[src/rtl/wdtg_pkg.sv]
package wdtg_pkg;
  localparam int BYTE_W   = 8;
  localparam int NBYTES   = 3;
  localparam int RELOAD_W = BYTE_W * NBYTES;
  localparam int ADDR_W   = 2;

  localparam logic [ADDR_W-1:0] A_CTRL  = 2'd0;
  localparam logic [ADDR_W-1:0] A_UPPER = 2'd1;
  localparam logic [ADDR_W-1:0] A_HIGH  = 2'd2;
  localparam logic [ADDR_W-1:0] A_LOW   = 2'd3;

  localparam logic [BYTE_W-1:0] KEY_FIRST  = 8'h55;
  localparam logic [BYTE_W-1:0] KEY_SECOND = 8'hAA;

  // Lock progress: closed, first key seen, then waiting for each reload byte in turn
  typedef enum logic [2:0] {
    LK_SHUT   = 3'd0,
    LK_HALF   = 3'd1,
    LK_WANT_U = 3'd2,
    LK_WANT_H = 3'd3,
    LK_WANT_L = 3'd4
  } lock_e;
endpackage

[src/rtl/wdtg_unlock.sv]
module wdtg_unlock
  import wdtg_pkg::*;
(
  input  logic                     clk,
  input  logic                     rst_n,
  input  logic                     wr_en,
  input  logic [ADDR_W-1:0]        wr_addr,
  input  logic [BYTE_W-1:0]        wr_data,
  output logic [NBYTES-1:0]        byte_we,
  output logic                     irq_mode,
  output lock_e                    lk_state
);
  lock_e st_q, st_d;
  logic  mode_q, mode_d, mode_en;
  logic  is_ctrl, is_key;

  assign is_ctrl = (wr_addr == A_CTRL);
  assign is_key  = (wr_data == KEY_FIRST) || (wr_data == KEY_SECOND);

  // Next state and byte strobes (index 2 = upper, 1 = high, 0 = low)
  always_comb begin
    st_d    = st_q;
    byte_we = '0;
    if (wr_en) begin
      unique case (st_q)
        LK_SHUT:   st_d = (is_ctrl && wr_data == KEY_FIRST)  ? LK_HALF   : LK_SHUT;
        LK_HALF:   st_d = (is_ctrl && wr_data == KEY_SECOND) ? LK_WANT_U : LK_SHUT;
        LK_WANT_U: begin
          if (wr_addr == A_UPPER) begin
            byte_we[2] = 1'b1;
            st_d       = LK_WANT_H;
          end else begin
            st_d       = LK_SHUT;
          end
        end
        LK_WANT_H: begin
          if (wr_addr == A_HIGH) begin
            byte_we[1] = 1'b1;
            st_d       = LK_WANT_L;
          end else begin
            st_d       = LK_SHUT;
          end
        end
        LK_WANT_L: begin
          if (wr_addr == A_LOW) begin
            byte_we[0] = 1'b1;
          end
          st_d = LK_SHUT;
        end
        default:   st_d = LK_SHUT;
      endcase
    end
  end

  // Mode bit: key values never reach it
  always_comb begin
    mode_en = wr_en && is_ctrl && !is_key;
    mode_d  = wr_data[0];
  end

  always_ff @(posedge clk or negedge rst_n) begin
    if (!rst_n) begin
      st_q   <= LK_SHUT;
      mode_q <= 1'b0;
    end else begin
      st_q <= st_d;
      if (mode_en) begin
        mode_q <= mode_d;
      end
    end
  end

  assign irq_mode = mode_q;
  assign lk_state = st_q;

  assert_key_keeps_mode_R3: assert property (@(posedge clk) disable iff (!rst_n)
    (wr_en && is_ctrl && is_key) |=> $stable(mode_q));

  assert_relock_after_low_R4: assert property (@(posedge clk) disable iff (!rst_n)
    (wr_en && st_q == LK_WANT_L) |=> (st_q == LK_SHUT));

  assert_stray_write_closes_R5: assert property (@(posedge clk) disable iff (!rst_n)
    (wr_en && st_q == LK_WANT_U && wr_addr != A_UPPER) |=> (st_q == LK_SHUT));
endmodule

[src/rtl/wdtg_reload.sv]
module wdtg_reload
  import wdtg_pkg::*;
#(
  parameter logic [RELOAD_W-1:0] RESET_RELOAD = 24'h00_1000
) (
  input  logic                clk,
  input  logic                rst_n,
  input  logic [NBYTES-1:0]   byte_we,
  input  logic [BYTE_W-1:0]   wr_data,
  output logic [RELOAD_W-1:0] reload
);
  for (genvar i = 0; i < NBYTES; i++) begin : g_byte
    logic [BYTE_W-1:0] b_q;
    always_ff @(posedge clk or negedge rst_n) begin
      if (!rst_n) begin
        b_q <= RESET_RELOAD[i*BYTE_W +: BYTE_W];
      end else if (byte_we[i]) begin
        b_q <= wr_data;
      end
    end
    assign reload[i*BYTE_W +: BYTE_W] = b_q;

    assert_byte_written_R4: assert property (@(posedge clk) disable iff (!rst_n)
      byte_we[i] |=> (b_q == $past(wr_data)));
  end

  assert_single_byte_strobe_R4: assert property (@(posedge clk) disable iff (!rst_n)
    $onehot0(byte_we));
endmodule

[src/rtl/wdtg_counter.sv]
module wdtg_counter
  import wdtg_pkg::*;
(
  input  logic                clk,
  input  logic                rst_n,
  input  logic                enable,
  input  logic                refresh,
  input  logic                tick,
  input  logic [RELOAD_W-1:0] reload,
  output logic                expire
);
  logic [RELOAD_W-1:0] cnt_q, cnt_d;
  logic                en_q;
  logic                load, step, last;

  assign load   = (enable && !en_q) || (enable && refresh);
  assign step   = enable && tick && !load;
  assign last   = (cnt_q[RELOAD_W-1:1] == '0);
  assign expire = step && last;

  always_comb begin
    cnt_d = cnt_q;
    if (load) begin
      cnt_d = reload;
    end else if (step) begin
      cnt_d = last ? reload : cnt_q - RELOAD_W'(1);
    end
  end

  always_ff @(posedge clk or negedge rst_n) begin
    if (!rst_n) begin
      cnt_q <= '0;
      en_q  <= 1'b0;
    end else begin
      en_q <= enable;
      if (load || step) begin
        cnt_q <= cnt_d;
      end
    end
  end

  assert_load_takes_reload_R7: assert property (@(posedge clk) disable iff (!rst_n)
    load |=> (cnt_q == $past(reload)));

  assert_step_down_R8: assert property (@(posedge clk) disable iff (!rst_n)
    (enable && tick && !load && cnt_q > RELOAD_W'(1)) |=> (cnt_q == $past(cnt_q) - RELOAD_W'(1)));

  assert_hold_disabled_R13: assert property (@(posedge clk) disable iff (!rst_n)
    !enable |=> $stable(cnt_q));

  assert_no_expire_disabled_R13: assert property (@(posedge clk) disable iff (!rst_n)
    !enable |-> !expire);
endmodule

[src/rtl/wdtg_status.sv]
module wdtg_status (
  input  logic clk,
  input  logic rst_n,
  input  logic expire,
  input  logic irq_mode,
  input  logic stop_mode,
  input  logic stat_clr,
  output logic sys_rst_req,
  output logic stop_rec_req,
  output logic irq_req,
  output logic flag_wdt,
  output logic flag_stop
);
  logic rst_d, rec_d, irq_d;
  logic rst_q, rec_q, irq_q;
  logic fw_q, fw_d, fs_q, fs_d;
  logic hit_reset;

  assign hit_reset = expire && !irq_mode;

  always_comb begin
    rst_d = hit_reset && !stop_mode;
    rec_d = hit_reset && stop_mode;
    irq_d = expire && irq_mode;
    fw_d  = fw_q;
    fs_d  = fs_q;
    if (stat_clr) begin
      fw_d = 1'b0;
      fs_d = 1'b0;
    end
    if (hit_reset) begin
      fw_d = 1'b1;
      if (stop_mode) begin
        fs_d = 1'b1;
      end
    end
  end

  always_ff @(posedge clk or negedge rst_n) begin
    if (!rst_n) begin
      rst_q <= 1'b0;
      rec_q <= 1'b0;
      irq_q <= 1'b0;
      fw_q  <= 1'b0;
      fs_q  <= 1'b0;
    end else begin
      rst_q <= rst_d;
      rec_q <= rec_d;
      irq_q <= irq_d;
      fw_q  <= fw_d;
      fs_q  <= fs_d;
    end
  end

  assign sys_rst_req  = rst_q;
  assign stop_rec_req = rec_q;
  assign irq_req      = irq_q;
  assign flag_wdt     = fw_q;
  assign flag_stop    = fs_q;

  assert_one_request_R9: assert property (@(posedge clk) disable iff (!rst_n)
    $onehot0({rst_q, rec_q, irq_q}));

  assert_stop_needs_wdt_R10: assert property (@(posedge clk) disable iff (!rst_n)
    fs_q |-> fw_q);

  assert_irq_keeps_flags_R11: assert property (@(posedge clk) disable iff (!rst_n)
    (expire && irq_mode && !stat_clr) |=> ($stable(fw_q) && $stable(fs_q)));

  assert_flag_sticky_R12: assert property (@(posedge clk) disable iff (!rst_n)
    (fw_q && !stat_clr) |=> fw_q);
endmodule

[src/rtl/wdt_keyed_guard.sv]
module wdt_keyed_guard
  import wdtg_pkg::*;
#(
  parameter logic [RELOAD_W-1:0] RESET_RELOAD = 24'h00_1000
) (
  input  logic              clk,
  input  logic              rst_n,
  input  logic              wr_en,
  input  logic [ADDR_W-1:0] wr_addr,
  input  logic [BYTE_W-1:0] wr_data,
  input  logic              refresh,
  input  logic              enable,
  input  logic              tick,
  input  logic              stop_mode,
  input  logic              stat_clr,
  output logic              sys_rst_req,
  output logic              stop_rec_req,
  output logic              irq_req,
  output logic              flag_wdt,
  output logic              flag_stop
);
  // Reset: asserted at once, released on a clock edge
  logic rs_meta, rs_n;
  always_ff @(posedge clk or negedge rst_n) begin
    if (!rst_n) begin
      rs_meta <= 1'b0;
      rs_n    <= 1'b0;
    end else begin
      rs_meta <= 1'b1;
      rs_n    <= rs_meta;
    end
  end

  logic [NBYTES-1:0]   byte_we;
  logic [RELOAD_W-1:0] reload;
  logic                irq_mode;
  logic                expire;
  lock_e               lk_state;

  wdtg_unlock u_unlock (
    .clk      (clk),
    .rst_n    (rs_n),
    .wr_en    (wr_en),
    .wr_addr  (wr_addr),
    .wr_data  (wr_data),
    .byte_we  (byte_we),
    .irq_mode (irq_mode),
    .lk_state (lk_state)
  );

  wdtg_reload #(.RESET_RELOAD(RESET_RELOAD)) u_reload (
    .clk     (clk),
    .rst_n   (rs_n),
    .byte_we (byte_we),
    .wr_data (wr_data),
    .reload  (reload)
  );

  wdtg_counter u_counter (
    .clk     (clk),
    .rst_n   (rs_n),
    .enable  (enable),
    .refresh (refresh),
    .tick    (tick),
    .reload  (reload),
    .expire  (expire)
  );

  wdtg_status u_status (
    .clk          (clk),
    .rst_n        (rs_n),
    .expire       (expire),
    .irq_mode     (irq_mode),
    .stop_mode    (stop_mode),
    .stat_clr     (stat_clr),
    .sys_rst_req  (sys_rst_req),
    .stop_rec_req (stop_rec_req),
    .irq_req      (irq_req),
    .flag_wdt     (flag_wdt),
    .flag_stop    (flag_stop)
  );

  assert_locked_write_ignored_R6: assert property (@(posedge clk) disable iff (!rs_n)
    (wr_en && (lk_state == LK_SHUT || lk_state == LK_HALF)) |=> $stable(reload));
endmodule

[config.mk]
export PLATFORM = sky130hd
export DESIGN_NAME = wdt_keyed_guard
export DESIGN_NICKNAME = d
export VERILOG_FILES = /design/src/rtl/wdtg_pkg.sv /design/src/rtl/wdtg_unlock.sv /design/src/rtl/wdtg_reload.sv /design/src/rtl/wdtg_counter.sv /design/src/rtl/wdtg_status.sv /design/src/rtl/wdt_keyed_guard.sv
export SDC_FILE = /design/constraint.sdc
export NUM_CORES = 1
export LEC_CHECK = 0
export CAP_MARGIN = 20
export CORE_ASPECT_RATIO = 0.9
export CORE_MARGIN = 2
export CORE_UTILIZATION = 53
export DETAILED_ROUTE_END_ITERATION = 8
export PLACE_DENSITY = 0.75
export SYNTH_ARGS = -nofsm -noshare
export SYNTH_HDL_FRONTEND = slang
export SYNTH_SLANG_ARGS = --single-unit
[constraint.sdc]
create_clock -name clk -period 1.8 [get_ports clk]
set_input_delay 0.45 -clock clk [delete_from_list [all_inputs] [get_ports clk]]
set_output_delay 0.45 -clock clk [all_outputs]
set_load 0.01 [all_outputs]
-- After elaboration in Yosys (flattened, before gate mapping)
Index checks and enable logic that the tools add are counted.
W data, S select, Z words.
- output and inout port bits: 5
- logic and storage cells: 71
- input bits: 18
- memories: 0
- memory bits (writable): 0
- bits in latches: 0
- register bits: 60
- ROM bits: 0
- div/mod/pow operators: 0
- add/subtract/negate cells: 1
- reductions and logical operators: 27
- shift-type cells: 0
- multiply operators: 0
- equality and inequality tests: 9
- bitwise logic cells: 0
- order comparisons: 0
- muxes and demuxes: 20
- operators by type and width (kind ; count):
    $mux W24 ; 3
    $sub A24 B1 Y24 const B ; 1
    $logic_not A23 Y1 ; 1
    $logic_and A1 B1 Y1 ; 13
    $mux W1 ; 12
    $pmux W3 S4 ; 1
    $eq A8 B7 Y1 const B ; 1
    $eq A8 B8 Y1 const B ; 1
    $eq A3 B2 Y1 const B ; 2
    $mux W3 ; 2
    $logic_not A1 Y1 ; 5
    $eq A2 B2 Y1 const B ; 2
    $mux W2 ; 2
    $reduce_bool A2 Y1 ; 2
    $eq A3 B1 Y1 const B ; 1
    $eq A3 B3 Y1 const B ; 1
    $logic_not A3 Y1 ; 1
    $logic_or A1 B1 Y1 ; 3
    $eq A2 B1 Y1 const B ; 1
    $logic_not A2 Y1 ; 1
    $reduce_and A2 Y1 ; 1

-- Logic depth before layout (Yosys ltp)
Gate-level depths: netlist of run 1.
- depth in word-level cells: 8
- gate-level depth with buffers: 8
- mapped depth without buffers: 7

-- Cells and area by module
From an unflattened synthesis of run 1, not the netlist that was laid out.
- cells, all modules: 286
- area total of the unflattened synthesis: 3288.2 um^2
- modules (own cells, without submodules) (module ; cells each ; area an instance (um^2) ; sequential area each (um^2) ; instances):
    wdtg_counter ; 188 ; 1757.9 ; 625.6 ; 1
    wdtg_reload ; 51 ; 996.0 ; 601.8 ; 1
    wdtg_unlock ; 31 ; 309.0 ; 100.1 ; 1
    wdtg_status ; 13 ; 171.4 ; 125.1 ; 1
    wdt_keyed_guard ; 3 ; 53.8 ; 50.0 ; 1

-- Least setup slack after synthesis of run 1
Ideal clock, no wire load.
- kind: reg2reg
- start: reg u_counter.cnt_q[1]
- end: reg u_counter.cnt_q[16]
- arrival time: 1.862 ns
- library setup time: 0.137 ns
- stages on the path, launching flop included: 9
- data required time: 1.663 ns
- path buffers: 1
- setup slack: -0.200 ns
- clock period less this slack: 2.000 ns
- cell sequence: dfrtp_1 -> inv_1 -> ha_1 -> or3b_1 -> clkbuf_1 -> nor3_1 -> nand3_1 -> mux2i_1 -> a2bb2oi_1
- longest elaborated chain between the ends: 4
- elaborated cells between the ends (all ways): 5
- those cells by class: add/sub: 1; mux: 3; reduce/logical: 1
- RTL lines (what ; line ; text):
    start, declared ; wdtg_counter.sv:12 ; logic [RELOAD_W-1:0] cnt_q, cnt_d;
    start signal, assigned ; wdtg_counter.sv:37 ; cnt_q <= cnt_d;
    $sub A24 B1 Y24 or $logic_not A23 Y1 (tied branches) ; wdtg_counter.sv:26, wdtg_counter.sv:18 ;
    $mux W24 * ; wdtg_counter.sv:26 ; cnt_d = last ? reload : cnt_q - RELOAD_W'(1);
    $mux W24 * ; wdtg_counter.sv:25 ; end else if (step) begin
    $mux W24 * ; wdtg_counter.sv:23 ; if (load) begin
Mark *: on every way between the ends. The rest lies on a longest branch, timed or not. The select of a mux whose other input is x is not followed.
A chain may end at the register's enable or synchronous reset.

-- Worst setup path after layout of run 1
- start: reg u_counter.cnt_q[21]
- end: reg u_counter.cnt_q[21]
The elaborated chain is that of the path after synthesis.

==> results of run 1 <==
## state kept, by name (all words and copies together), names as in the netlist
signal	cells
u_unlock.irq_mode	1
rs_n	1
u_status.irq_req	1
u_counter.cnt_q	24
u_status.sys_rst_req	1
rs_meta	1
u_reload.g_byte.b_q	24
u_counter.en_q	1
u_unlock.lk_state	3
u_status.flag_wdt	1
u_status.stop_rec_req	1
u_status.flag_stop	1
## synth_stat cells, types with 8 or more instances
cell type / count
nand4_1: 8
nor4_1: 10
mux2i_1: 10
inv_1: 10
nor2_1: 13
dfrtp_1: 59
nor3_1: 8
nand2_1: 28
or4_1: 8
mux2_2: 25
nand3_1: 17
o21ai_0: 14
## power by group
| part | switching, mW | internal, mW |
|---|---|---|
| registers | 0.120 | 1.50 |
| logic | 0.615 | 0.671 |
| clock network | 0.535 | 0.775 |
| total | 1.27 | 2.95 |
## worst paths after layout
check / end / slack [ps] / depth (start not counted)
max in group asynchronous: u_reload.g_byte[1].b_q[4] / 1220 / 1
worst max register to register: u_counter.cnt_q[21] / -310 / 7
worst min-delay path: rs_meta / 260 / 1
worst max-delay path: u_counter.cnt_q[21] / -310 / 7
min in group clk: rs_n / 350 / 0
worst min register to register: u_status.flag_stop / 270 / 1
## what timing repair did
| action | 4_1_cts | 5_1_grt |
|---|---|---|
| setup buffers | 1 | 6 |
| gates resized for setup | 19 | 26 |
| gates cloned | 1 | 0 |
| pin swaps | 7 | 8 |
| endpoints found under the setup margin | 32 | 39 |
| hold buffers | 0 | 0 |
## routing by layer
layer,global-route usage,part of all wire,vias up
met5,0,0,-
met4,0.06825,0.013,0
met3,0.06392,0.053,15
met2,0.4492,0.48,109
met1,0.3940,0.45,1450
li1,-,-,1340
## worst max-delay path, delay by kind of cell (launching register included)
kind / cells / cell delay, ps
flip-flops: 1 / 390
AND/OR/NAND/NOR: 2 / 750
AO/OA/AOI/OAI: 3 / 550
buffers and inverters: 2 / 290
## per-stage QoR
stage	utilization	setup TNS [ps]	total power, mW	instance area, um^2
2_1_floorplan	-	-2871	2.156	3103
3_3_place_gp	0.7113	-11730	2.742	4026
3_5_place_dp	0.7113	-13510	2.783	4026
4_1_cts	0.7672	-6399	4.139	4343
5_1_grt	0.7940	-8346	4.419	4494
6_report	0.7940	-6385	4.216	4494
## layout make-up
class | count | area [um^2]
multi-input combinational | 211 | 1644
sequential | 60 | 1504
fill | 360 | 1166
timing repair buffer | 116 | 1012
clock buffer | 11 | 131.4
tap | 70 | 87.58
clock inverter | 5 | 77.57
inverter | 10 | 37.54
## kinds of logic after synthesis
| kind of cell | count (synthesis) | share of synthesized area |
|---|---|---|
| flops | 60 | 0.4874 |
| other cells | 1 | 0.001216 |
| fa+ha+maj | 1 | 0.004058 |
| mux | 35 | 0.1238 |
| compound gates | 55 | 0.1258 |
| buf+inv | 23 | 0.03653 |
| simple gates | 119 | 0.2212 |
==> impl_metrics.tcl, run 1 <==
set metrics [dict create \
    regToRegStartpoint "u_counter.cnt_q[21]" \
    synth_top_area_share 0.4789 \
    grt_max_degree 59 \
    cts_root_buffer "clkbuf_8" \
    syn-cell-area_um2 3083 \
    min_path_type "input port to async pin" \
    cp_common_cell "buf_6" \
    core_um2 5660 \
    hold_ws_ps 261.1 \
    path_cells "or4_4 > nand4b_4 > buf_6 > o21a_4 > buf_6 > o221ai_4 > o311ai_2" \
    yosysSeqAreaShare 0.4874 \
    end_kind "register" \
    viasPerCell 6.033 \
    antenna_found_initial 0 \
    first_global_vias 2883 \
    worst_skew_pair.late_latency_ps 340 \
    fin_worst_skew_ps 8.957 \
    clk_pin_slew_ps 70 \
    cpPeakStageDelay_ps 540 \
    dieArea_um2 6444 \
    cts.sinks 60 \
    power_density_nw_per_um2 938.2 \
    cpMaxStageDelayCell "or4_4" \
    rows 26 \
    layout_worst_path_cycle_share 1.172 \
    synth_edf_count 0 \
    worst_slack_ps -310.3 \
    post_synth_num_cell_types 45 \
    synth_ff_type "dfrtp_1" \
    ant_nets 0 \
    port_buffers 22 \
    drt_iter0_drc 243 \
    grt-ovfl-total 0 \
    ioPinCount 23 \
    gp_congestion 0.9190 \
    worstSetupPathType "register to register" \
    avgSynthCellArea_um2 10.49 \
    finalSetupViolCount 29 \
    dpl.cell_count 460 \
    synth_area_leader_cell "dfrtp_1" \
    dp_hpwl_um 5931 \
    finalWirelength_um 8755 \
    die_x_um 84.40 \
    status "finished, violations left" \
    violations "negative setup slack" \
    ir_drop_mv 0.7432 \
    crit_path_start "u_counter.cnt_q[21]" \
    yosys_register_bits 60 \
    cp_data_required_time_ps 2010 \
    numCtsBuffers 9 \
    timing.final.crit_period_ps 2110 \
    final_cell_mix "87 x buf_4, 58 x dfrtp_1, 28 x nand2_1" \
    fin_cells 483 \
    synth_cells 294 \
    critical_path.max_fanout 8 \
    cts_tree "done" \
    hold_viol_final 0 \
    initial_core_util 0.5447 \
    rsz0062_at_grt "true" \
    final_common_cell "buf_4" \
    drive_gt1_frac 0.4068 \
    clock_path_buffers 2 \
    grt_pass1_wl_um 14180 \
    drv_slew 0 \
    ys_warn_count 0 \
    crit_arrival_ps 2320 \
    max_freq_mhz 473.9 \
    grt_util_all_layers 0.2813 \
    nets 427 \
    n_antenna_cell 0 \
    vias 2914 \
    die_h_um 76.36 \
    critPathLaunchType "register" \
    drcViolationCount 0 \
    cts_max_level 3 \
    pre_cts_slack_ps -379.1 \
    dr.pass1.iters 5 \
    synthArstFlopShare 1.000 \
    cap_violations 0 \
    yosys-top-cells-area "dfrtp_1 48%, mux2_2 9.1%, nand2_1 3.4%" \
    wl_per_cell_um 18.13 \
    syn2layout_area_growth_pct 45.78 \
    syn-num-nets 313 \
    leakage_nw 2.090 \
]
No activity file was read; power rests on OpenSTA's default activity.
==> run 2, diff against run 1 <==
Settings changed: CAP_MARGIN 20 to 5, CORE_MARGIN 2 to 3.
==> run 2 against run 1 <==
Against the previous run:
- the flow still finishes with violations (negative setup slack)
- maximum frequency is 0.51% lower
- power is 2.5% higher
- critical path depth stayed put
- register-to-register slack about the same
- worst setup slack got worse by 11 ps
- clock skew shrank 3.9 ps
- die area up 5.1%
- wire length is 35% higher
- non-clock buffer count is 9 higher
- combinational power increased by 21%
- sequential cell count is the same
- highest routed layer unchanged
==> impl_metrics.tcl, run 2 (same netlist as run 1, synthesis figures left out) <==
set metrics [dict create \
    status "finished, violations left" \
    violations "negative setup slack" \
    final_area_um2 4805 \
    max_freq_mhz 471.5 \
    p_clk_frac 0.257 \
    grt_util_all_layers 0.2853 \
    rsz0062_at_grt "true" \
    crit_arrival_ps 2360 \
    timing.final.crit_period_ps 2121 \
    cpMaxStageDelayCell "or4_4" \
    finalWirelength_um 11860 \
    first_global_vias 2878 \
    worst_slack_ps -321.1 \
    drcViolationCount 0 \
    rows 25 \
    setup_tns_ps -7020 \
    grt-ovfl-total 0 \
    worst_skew_pair.late_latency_ps 360 \
    cts_hold_buf 0 \
    antenna_found_initial 0 \
    switching_power_mw 1.529 \
    switching_share 0.3538 \
    cts_tree "done" \
    ioPinCount 23 \
    cts.sinks 60 \
    cp_data_required_time_ps 2030 \
    final_cell_mix "88 x buf_4, 57 x dfrtp_1, 27 x nand2_1" \
    fin_worst_skew_ps 5.070 \
    port_buffers 22 \
    drv_slew 0 \
    total_power_mw 4.324 \
    ant_nets 0 \
    fillers 229 \
    internal_power_mw 2.794 \
    die_h_um 78.36 \
    power_density_nw_per_um2 899.9 \
    clock_path_buffers 2 \
    clk_pin_slew_ps 70 \
    die_x_um 86.40 \
    core_um2 5443 \
    vias 3398 \
    numCtsBuffers 9 \
    path_cells "or4_4 > nand4b_4 > buf_6 > o21a_4 > buf_12 > o221ai_4 > nand3_2" \
    syn2layout_area_growth_pct 55.84 \
    share_seq_of_total_power 0.383 \
    dieArea_um2 6769 \
    path_delay_family "simple AND/OR/NAND/NOR gates" \
    viasPerCell 6.949 \
    drive_gt1_frac 0.5095 \
    end_kind "register" \
    maxSlewHeadroom 0.6509 \
    crit_buf_inv 2 \
    cts_max_level 3 \
    finalSetupViolCount 29 \
    leakage_nw 2.136 \
    initial_core_util 0.5664 \
    hold_viol_final 0 \
    dp_hpwl_um 5957 \
    grt_max_degree 40 \
    cap_violations 0 \
    critical_path.max_fanout 19 \
    min_path_type "register to async pin" \
    grt_pass1_wl_um 14750 \
    hold_ws_ps 243.3 \
    final_common_cell "buf_4" \
    ir_drop_mv 0.6749 \
    worstSetupPathType "register to register" \
    gp_congestion 0.8965 \
    layout_worst_path_cycle_share 1.178 \
    dr.pass1.iters 5 \
    drt_iter0_drc 534 \
    cpPeakStageDelay_ps 530 \
    wl_per_cell_um 24.26 \
    worst_pin_slew_ps 518.9 \
    critPathLaunchType "register" \
    nets 436 \
    rrSetupSlack_ps -320 \
    n_antenna_cell 0 \
    combPwrFrac 0.360 \
    placed_cell_area_um2 4033 \
    cts_root_buffer "clkbuf_8" \
]
-- run 2: power groups by stage --
| stage | Combinational, mW | Clock [mW] | Sequential, mW |
|---|---|---|---|
| finish | 1.56 | 1.11 | 1.66 |
| floorplan | 0.482 | 0 | 1.67 |
| global placement | 1.11 | 0 | 1.62 |
| CTS | 1.22 | 1.08 | 1.62 |
| global route | 1.62 | 1.15 | 1.67 |
| detailed placement | 1.14 | 0 | 1.63 |
-- run 2: area by class of cell --
| class | instances | area [um^2] | area share |
|---|---|---|---|
| sequential | 60 | 1505 | 0.3133 |
| clock buffer | 12 | 145.1 | 0.03021 |
| timing repair buffer | 125 | 1112 | 0.2315 |
| inverter | 10 | 37.54 | 0.007812 |
| tap | 67 | 83.83 | 0.01745 |
| clock inverter | 4 | 25.02 | 0.005208 |
| multi-input combinational | 211 | 1896 | 0.3945 |
-- run 2: worst reg2reg max path, stage by stage, from the launching register on --
cell and delay, ps:
dfrtp_1 400, or4_4 530, nand4b_4 200, buf_6 140, o21a_4 210, buf_12 170, o221ai_4 220, nand3_2 120
-- run 2: path summary, 6_finish.rpt --
path                                      from                         to  cells past startpoint
max                        u_counter.cnt_q[21]        u_counter.cnt_q[11]                      7
max reg2reg                u_counter.cnt_q[21]        u_counter.cnt_q[11]                      7
min reg2reg                               rs_n        u_counter.cnt_q[20]                      0
min                                       rs_n        u_counter.cnt_q[20]                      0
max in group asynchronous                 rs_n  u_reload.g_byte[1].b_q[4]                      1
min in group clk                       rs_meta                       rs_n                      0
-- run 2: per-layer routing --
layer  wire (um)  share of wire  global-route usage  up-vias
met1        4337           0.37              0.4063     1654
li1            -              -                   -     1362
met4         639          0.054             0.09034        0
met5           0              0                   0        -
met3        1324           0.11             0.06296       88
met2        5562           0.47              0.4343      294
-- run 2: stage by stage --
step | utilization | worst slack (ps) | instances
3_5_place_dp | 0.7409 | -394.2 | 460
2_1_floorplan | - | -186.0 | 294
3_3_place_gp | 0.7409 | -425.1 | 460
6_report | 0.8828 | -321.1 | 489
4_1_cts | 0.8016 | -243.2 | 480
5_1_grt | 0.8828 | -448.5 | 489
-- run 2: repair_timing --
item,CTS,global route
pin swaps,4,25
endpoints found under the setup margin,39,39
endpoints found under the hold margin,0,0
gates cloned,0,1
resized for setup,28,77
buffers inserted,4,8
==> run 3, diff against run 2 <==
Settings changed: ABC_AREA set to 1.
==> run 3 against run 2 <==
Against the previous run:
- the flow now finishes without violations
- clock power rose by 26%
- utilization fell by 22 points
- synthesized cell count rose by 63%
- power fell by 9.1%
- maximum frequency rose by 24%
- critical endpoint is now u_counter.cnt_q[14]
- sequential power barely moved
- global-route usage fell by 4.3 points
- synthesized area rose by 12%
==> impl_metrics.tcl, run 3 <==
set metrics [dict create \
    die_x_um 91.10 \
    wl_per_cell_um 13.44 \
    leakage_nw 2.027 \
    pre_cts_slack_ps -79.41 \
    synth_area_leader_cell "dfrtp_1" \
    ys_warn_count 0 \
    rsz0062_at_grt "true" \
    crit_path_start "u_counter.cnt_q[0]" \
    ff2ff_path_depth 9 \
    critical_path.max_fanout 7 \
    ir_drop_mv 0.4713 \
    clock_path_buffers 2 \
    core_um2 6216 \
    syn2layout_area_growth_pct 19.45 \
    avgSynthCellArea_um2 7.227 \
    setup_tns_ps 0 \
    drive_gt1_frac 0.1369 \
    synthArstFlopShare 1.000 \
    synthSimpleGateAreaFrac 0.3839 \
    end_kind "register" \
    yosysSeqAreaShare 0.4350 \
    first_global_vias 2992 \
    grt_max_degree 46 \
    timing.final.crit_period_ps 1706 \
    status "finished, final reports clean" \
    worst_slack_ps 94.33 \
    yosys-top-cells-area "dfrtp_1 43%, nand2_1 18%, inv_1 7.1%" \
    final_common_cell "nand2_1" \
    grt_util_all_layers 0.2419 \
    worstSetupPathType "register to register" \
    finalWirelength_um 8238 \
    numCtsBuffers 9 \
    drt_iter0_drc 244 \
    cp_data_required_time_ps 2030 \
    synth_xor_area_frac 0.005071 \
    finalSetupViolCount 0 \
    total_power_mw 3.930 \
    ioPinCount 23 \
    n_antenna_cell 0 \
    regToRegStartpoint "u_counter.cnt_q[0]" \
    post_cts_buffers 0 \
    nets 540 \
    post_synth_num_cell_types 33 \
    cts.sinks 60 \
    vias 3147 \
    die_h_um 82.59 \
    synthAdderAreaFrac 0.003622 \
    viasPerCell 5.134 \
    max_freq_mhz 586.3 \
    drcViolationCount 0 \
    synth_top_area_share 0.4274 \
    power_density_nw_per_um2 952.3 \
    synth_cells 478 \
    cts_root_buffer "clkbuf_8" \
    drv_slew 0 \
    reg2reg_to "u_counter.cnt_q[14]" \
    rrSetupSlack_ps 90 \
    dieArea_um2 7524 \
    fin_worst_skew_ps 7.987 \
    critPathLaunchType "register" \
    synthTopCellsByCount "167 x nand2_1, 65 x inv_1, 59 x dfrtp_1" \
    yosys_register_bits 60 \
    cts_max_level 3 \
    clk_pin_slew_ps 70 \
    synth_top_family_by_area "simple AND/OR/NAND/NOR gates" \
    ant_nets 0 \
    synth.area.mux_share 0 \
    min_path_type "register to async pin" \
    port_buffers 22 \
    grt_pass1_wl_um 14170 \
    antenna_found_initial 0 \
    dr.pass1.iters 5 \
    cts_tree "done" \
    layout_worst_path_cycle_share 0.9476 \
    critPathCapture "u_counter.cnt_q[14]" \
    grt-ovfl-total 0 \
    hold_viol_final 0 \
    rows 27 \
    worst_skew_pair.late_latency_ps 340 \
    yosysMostFrequentCell "nand2_1" \
    synth_edf_count 0 \
    synth_ff_type "dfrtp_1" \
    cap_violations 0 \
    syn-num-nets 497 \
    final_cell_mix "167 x nand2_1, 65 x inv_1, 58 x dfrtp_1" \
    initial_core_util 0.5558 \
    syn-cell-area_um2 3455 \
    gp_congestion 0.9257 \
    synth_compound_area_frac 0.06918 \
    crit_arrival_ps 1940 \
    dp_hpwl_um 6039 \
]
==> run 3: cell types whose count changed after synthesis, moves of 8 or more <==
| cell | change |
|---|---|
| inv_1 | +55 |
| mux2i_1 | -10 |
| nor2_1 | +22 |
| nor2_2 | +8 |
| nand2_2 | +9 |
| nand3_1 | +19 |
| o21ai_1 | +13 |
| o21ai_0 | +12 |
| nand2_1 | +139 |
| mux2_2 | -25 |
| or4_1 | -8 |
==> run 3: cell families after synthesis <==
group | count (synthesis)
compound gates | 47
xor+xnor | 2
fa+ha+maj | 1
buf+inv | 79
flops | 60
other cells | 1
simple gates | 288
==> run 3: per-layer routing <==
layer	GRT usage	share of wire	vias to the layer above
met3	0.05616	0.061	12
met2	0.4122	0.47	104
met1	0.3038	0.46	1442
met5	0	0	-
li1	-	-	1589
met4	0.09187	0.016	0
==> run 3: metrics by stage <==
stage	cells	utilization	hold slack [ps]	area, um^2
after floorplan	478	-	154.4	3455
after global placement	597	0.6260	181.1	3891
after detailed placement	597	0.6260	184.0	3891
after global routing	613	0.6638	197.7	4126
final	613	0.6638	169.8	4126
after CTS	613	0.6638	183.8	4126
==> run 3: layout make-up <==
| class | instances | area (um^2) |
|---|---|---|
| fillers | 564 | 2090 |
| multi-input cells | 339 | 1599 |
| flip-flops and latches | 60 | 1504 |
| repair buffers | 44 | 422.9 |
| inverters | 67 | 256.5 |
| clock buffers | 11 | 151.4 |
| well taps | 87 | 108.9 |
| clock inverters | 5 | 83.83 |
==> run 3: worst min-delay path by stage <==
stage	slack (ps)	startpoint	cells past startpoint	endpoint
finish	170	rs_n	0	u_counter.en_q
global route	200	rs_n	0	u_counter.en_q
CTS	180	rs_n	0	u_counter.en_q
detailed placement	180	rs_n	0	u_counter.en_q
global placement	180	rs_n	0	u_counter.en_q
floorplan	150	rst_n	0	rs_meta
==> run 3: timing repair <==
action / CTS / global route
hold buffers: 0 / 0
endpoints found under the setup margin: 0 / 4
resized for setup: 0 / 0
==> run 3: critical path, stage by stage, from the launching register on <==
cell and delay (ps):
dfrtp_1 410, inv_1 100, ha_1 180, nand2_1 160, nor2_2 340, nand4_1 140, nand2_1 110, nand2_2 50
nand3_1 60, nand2_1 50
==> run 3: where the power goes <==
part           switching, mW  internal, mW  leakage [nW]  total [mW]
logic                  0.560         0.336          1.13       0.896
clock network          0.544         0.857         0.112        1.40
registers              0.167          1.47         0.788        1.63
